--- src/rtl/cdreg_pkg.sv ---
package cdreg_pkg;
  localparam int unsigned NUM_WORDS   = 4;
  localparam int unsigned W_ID        = 0;
  localparam int unsigned W_FLASH     = 1;
  localparam int unsigned W_INTR      = 2;
  localparam int unsigned W_DECODE    = 3;
  localparam int unsigned BIT_WP      = 0;
  localparam int unsigned BIT_CARD    = 3;
  localparam logic [31:0] ID_DEFAULT  = 32'h4103_4003;
  localparam logic [31:0] DEC_DEFAULT = 32'h0000_0011;
endpackage

--- src/rtl/cdreg_decode.sv ---
module cdreg_decode
  import cdreg_pkg::*;
#(
  parameter int unsigned AW = 8
) (
  input  logic [AW-1:0]        addr_i,
  output logic [NUM_WORDS-1:0] hit_o
);
  localparam int unsigned WW = AW - 2;

  logic [WW-1:0] word_idx;
  logic [1:0]    unused_lsb;

  assign word_idx   = addr_i[AW-1:2];
  assign unused_lsb = addr_i[1:0];

  for (genvar k = 0; k < NUM_WORDS; k++) begin : g_hit
    assign hit_o[k] = (word_idx == WW'(k));
  end
endmodule

--- src/rtl/cdreg_card_latch.sv ---
module cdreg_card_latch (
  input  logic clk_i,
  input  logic rst_ni,
  input  logic card_in_i,
  input  logic clr_req_i,
  output logic flag_o
);
  logic prev_q;
  logic flag_q;
  logic rise;

  assign rise = card_in_i & ~prev_q;

  always_ff @(posedge clk_i or negedge rst_ni) begin
    if (!rst_ni) begin
      prev_q <= 1'b0;
      flag_q <= 1'b0;
    end else begin
      prev_q <= card_in_i;
      // set wins over a same-cycle clear
      if (rise)           flag_q <= 1'b1;
      else if (clr_req_i) flag_q <= 1'b0;
    end
  end

  assign flag_o = flag_q;
endmodule

--- src/rtl/cdreg_rdmux.sv ---
module cdreg_rdmux
  import cdreg_pkg::*;
#(
  parameter int unsigned DW        = 32,
  parameter logic [DW-1:0] ID_VALUE  = DW'(ID_DEFAULT),
  parameter logic [DW-1:0] DEC_VALUE = DW'(DEC_DEFAULT)
) (
  input  logic                 rd_i,
  input  logic [NUM_WORDS-1:0] hit_i,
  input  logic                 wp_i,
  input  logic                 flag_i,
  output logic [DW-1:0]        rdata_o
);
  logic [DW-1:0] intr_word;

  always_comb begin
    intr_word           = '0;
    intr_word[BIT_WP]   = wp_i;
    intr_word[BIT_CARD] = flag_i;
  end

  always_comb begin
    rdata_o = '0;
    if (rd_i) begin
      if (hit_i[W_ID])          rdata_o = ID_VALUE;
      else if (hit_i[W_INTR])   rdata_o = intr_word;
      else if (hit_i[W_DECODE]) rdata_o = DEC_VALUE;
    end
  end
endmodule

--- src/rtl/cdreg_ctrl.sv ---
module cdreg_ctrl
  import cdreg_pkg::*;
#(
  parameter int unsigned AW        = 8,
  parameter int unsigned DW        = 32,
  parameter logic [DW-1:0] ID_VALUE  = DW'(ID_DEFAULT),
  parameter logic [DW-1:0] DEC_VALUE = DW'(DEC_DEFAULT)
) (
  input  logic          clk_i,
  input  logic          rst_ni,
  input  logic          bus_rd_i,
  input  logic          bus_wr_i,
  input  logic [AW-1:0] bus_addr_i,
  input  logic [DW-1:0] bus_wdata_i,
  output logic [DW-1:0] bus_rdata_o,
  input  logic          card_wp_i,
  input  logic          card_in_i,
  output logic          irq_o
);
  logic [NUM_WORDS-1:0] hit;
  logic                 clr_req;
  logic                 flag;
  logic                 unused_wdata;

  assign unused_wdata = ^{bus_wdata_i[DW-1:BIT_CARD+1], bus_wdata_i[BIT_CARD-1:0]};

  cdreg_decode #(.AW(AW)) u_decode (
    .addr_i (bus_addr_i),
    .hit_o  (hit)
  );

  // flash-control and decode words take writes without effect
  assign clr_req = bus_wr_i & hit[W_INTR] & bus_wdata_i[BIT_CARD];

  cdreg_card_latch u_latch (
    .clk_i     (clk_i),
    .rst_ni    (rst_ni),
    .card_in_i (card_in_i),
    .clr_req_i (clr_req),
    .flag_o    (flag)
  );

  cdreg_rdmux #(.DW(DW), .ID_VALUE(ID_VALUE), .DEC_VALUE(DEC_VALUE)) u_rdmux (
    .rd_i    (bus_rd_i),
    .hit_i   (hit),
    .wp_i    (card_wp_i),
    .flag_i  (flag),
    .rdata_o (bus_rdata_o)
  );

  assign irq_o = flag;
endmodule

--- config.mk ---
export PLATFORM = sky130hd
export DESIGN_NAME = cdreg_ctrl
export DESIGN_NICKNAME = d
export VERILOG_FILES = /design/src/rtl/cdreg_pkg.sv /design/src/rtl/cdreg_decode.sv /design/src/rtl/cdreg_card_latch.sv /design/src/rtl/cdreg_rdmux.sv /design/src/rtl/cdreg_ctrl.sv
export SDC_FILE = /design/constraint.sdc
export NUM_CORES = 1
export LEC_CHECK = 0
export BUFFER_PORTS_ARGS = -buffer_cell sky130_fd_sc_hd__buf_2
export CORE_MARGIN = 2
export CORE_UTILIZATION = 21
export DETAILED_ROUTE_END_ITERATION = 12
export GPL_ROUTABILITY_DRIVEN = 0
export PLACE_DENSITY_LB_ADDON = 0.3
export RECOVER_POWER = 25
export SYNTH_ARGS = -nofsm -noshare
export SYNTH_HDL_FRONTEND = slang
export SYNTH_SLANG_ARGS = --single-unit
--- constraint.sdc ---
create_clock -name clk_i -period 0.9 [get_ports clk_i]
set_input_delay 0.045 -clock clk_i [delete_from_list [all_inputs] [get_ports clk_i]]
set_output_delay 0.045 -clock clk_i [all_outputs]
set_load 0.005 [all_outputs]
==> reports/results.md <==
Drt
* 618 um — wire length after detailed routing
* 0 — DRC viols
* 274 — vias
* 3.19 — vias per cell
* 0 — antenna-violating nets left
* 0 — 1st-iter DRT viols
* 1 — total iterations of the first detailed-routing run
* 7.19 um — routed length per placed instance

Floorplan
* 79 — count of boundary I/O pins
* 45.6 um — chip width
* 45.6 um — Die Y
* 0.00208 sq mm — floorplan die area
* 21.8% — initial cell density of the core
* 15 — FP Rows
* 0.00167 sq mm — placeable core region

Yosys
* 57.7% — area fraction of the dominant cell type after synthesis
* 100% — async set-reset flop share out of synthesis
* 44 — cell count after synthesis
* 13 — count of different cell masters after synthesis
* buf_4 58%, dfrtp_1 14%, nor4_4 5.8% — cells taking the most area after synthesis
* dfrtp_1 — main flop type after synthesis
* 0 — Syn. warnings
* 364 sq um — synthesized cell area
* 28 x buf_4, 2 x dfrtp_1, 2 x inv_1, 2 x nand2_1, 2 x nor2b_1 — Post-synth top cells
* 8.27 sq um — average cell area after synthesis
* buf_4 — post-synth top area cell
* 13.7% — sequential fraction of the synthesis area
* buf_4 — most frequent cell after synthesis
* 2 — number of storage elements in the synthesis netlist
* 0 — EDFF count, synth

Finish
* 86 — number of non-filler instances in the completed layout
* 117 — nets@finish
* 28.5% — area growth from synthesis to layout
* 0 — Antenna diodes
* 194 — Fillers
* 50.0 sq um — area occupied by registers
* 47.8% — ratio of cells with drive above 1 in the final layout
* 189 sq um — multi-input combinational cell area
* 468 sq um — post-route standard cell area excluding fillers

Placement
* 80 — cell count after placement
* 544 um — Detail Placement HPWL
* 22 — PortBufs
* -0.121 ns — Post-Place Worst Slack
* 397 sq um — placed cell area

Power and ir drop
* 390 uW — post-route total power
* 0.000167 V — peak supply drop
* 0.279 nW — leakage
* 833 mW/mm^2 — power per cell area
* 49.6% — proportion of power drawn by the clock network
* 26.3% — switching share of power
* 103 uW — power spent charging and discharging nets
* 24.3% — relative contribution of sequential cells to total power
* 26.0% — relative contribution of combinational cells to total power
* 287 uW — internal power

Critical path
* input pin — nature of the critical path startpoint
* output port — kind of capture point of the worst setup path
* 6 — largest fanout on the critical path
* 0.90 ns — CP Data Arrival Time
* 0.85 ns — data required time of the worst path
* in -> out — start-to-end type of the worst setup path

GRT
* 0 — initial antenna violation count
* 5.76% — gr usage total
* 7 — pin count of the biggest net entering global routing
* 215 — via count of the first global-routing pass
* 772 um — first-pass GRT wire length
* 0 — remaining global-route overflow

Clock network
* 1 — H-Tree Level Count
* clkbuf_4 — cell at the root of the clock tree
* 0.03 ns — clock-pin slew reported for the worst setup and hold paths after clock tree synthesis
* yes — TritonCTS clock tree
* 0.22 ns — Clock Latency Late Sink
* 2 — Sinks on Clock Net
* 3 — TritonCTS Buffers
* 2 — clock buffer depth

Timing
* 1.05 GHz — f_max
* 105% — share of the clock period used by the worst path
* yes — setup repair after global routing missed its margin
* 7 — Final setup violation count
* 0.949 ns — time the final worst path needs with I/O delays and setup
* 0.00121 ns — Max Clock Skew
* -0.0491 ns — final worst setup slack
* 0 — hold violation total from the final report
* 0 — number of pins with negative max-slew slack in the final report

Hold path
* in -> reg — classification of the worst-slack hold path

Job
* 0 — number of max-cap violations

Status
* setup timing — violations in the final reports
* complete, but fails checks — run status

## repair_timing
item | 4_1_cts | 5_1_grt
endpoints found under the setup margin | 9 | 8
hold buffers | 2 | 0
resized for setup | 5 | 0
pin swaps | 1 | 1
cloned | 0 | 0
setup buffers | 0 | 1
hold endpoints to repair | 3 | 0
## through the flow
stage	hold WS (ns)	TNS [ns]	utilization, %
finish	0.129	-0.326	28.0
global route	0.142	-0.687	28.0
CTS	0.135	-0.495	27.6
detailed placement	-0.165	-0.917	23.7
global placement	-0.168	-0.826	23.7
floorplan	-0.251	0	-
## per-layer routing
metal	part of all wire (%)	global-route usage, %	vias up
met1	33	5.46	115
met2	54	7.89	20
met5	0	0	-
met4	0	8.82	0
met3	13	1.98	0
li1	-	-	139
## cell families (layout without fill, tap and decap cells)
group / after synthesis / after routing / synth area share, %
other: 1 / 23 / 1.03
DFF: 2 / 2 / 13.7
buffers and inverters: 30 / 33 / 59.8
AOI/OAI and AO/OA: 2 / 2 / 5.84
and+or+nand+nor: 9 / 9 / 19.6
## layout by cell type, fill, tap and decap left out
master,n
buf_2,18
nor4_4,1
nor2_1,1
dfrtp_1,2
nor3_4,1
clkbuf_1,1
inv_1,2
nand2_1,1
buf_6,3
nand4_1,1
clkbuf_4,3
a211oi_2,1
dlygate4sd3_1,2
conb_1,23
a22o_1,1
buf_4,4
nand2_2,1
and4_4,1
nor2b_1,2
## final cells by class
| class | instances | area share, % |
|---|---|---|
| Multi-Input combinational cell | 34 | 40.4 |
| Timing Repair Buffer | 28 | 38.0 |
| Sequential cell | 2 | 10.7 |
| Clock buffer | 3 | 4.81 |
| Tap cell | 17 | 4.55 |
| Inverter | 2 | 1.60 |
## final timing paths
| path | to | slack, ns | from | depth (start not counted) |
|---|---|---|---|---|
| worst max register to register | u_latch.flag_o | 0.20 | u_latch.flag_o | 1 |
| max in group asynchronous | u_latch.flag_o | 0.62 | rst_ni | 2 |
| min in group asynchronous | u_latch.prev_q | 0.15 | rst_ni | 2 |
| worst min register to register | u_latch.flag_o | 0.53 | u_latch.flag_o | 1 |
| worst min-delay path | u_latch.flag_o | 0.13 | bus_wr_i | 3 |
| worst max-delay path | bus_rdata_o[17] | -0.05 | bus_addr_i[5] | 5 |
## flip-flops by register name, summed over array words and instances (netlist names)
name and flops:
u_latch.prev_q 1, u_latch.flag_o 1
## worst max-delay path: stages
cell	delay, ns
buf_6	0.09
nor4_4	0.30
nand2_2	0.13
nor3_4	0.18
buf_2	0.15
## power by group through the flow
| stage | Sequential (mW) | Combinational [mW] | Clock, mW |
|---|---|---|---|
| global route | 0.0953 | 0.117 | 0.206 |
| finish | 0.0947 | 0.102 | 0.194 |
| detailed placement | 0.0958 | 0.0856 | 0 |
| floorplan | 0.0953 | 0.110 | 0 |
| global placement | 0.0953 | 0.0852 | 0 |
| CTS | 0.0949 | 0.0999 | 0.204 |
Power figures use the tool's default switching activity.
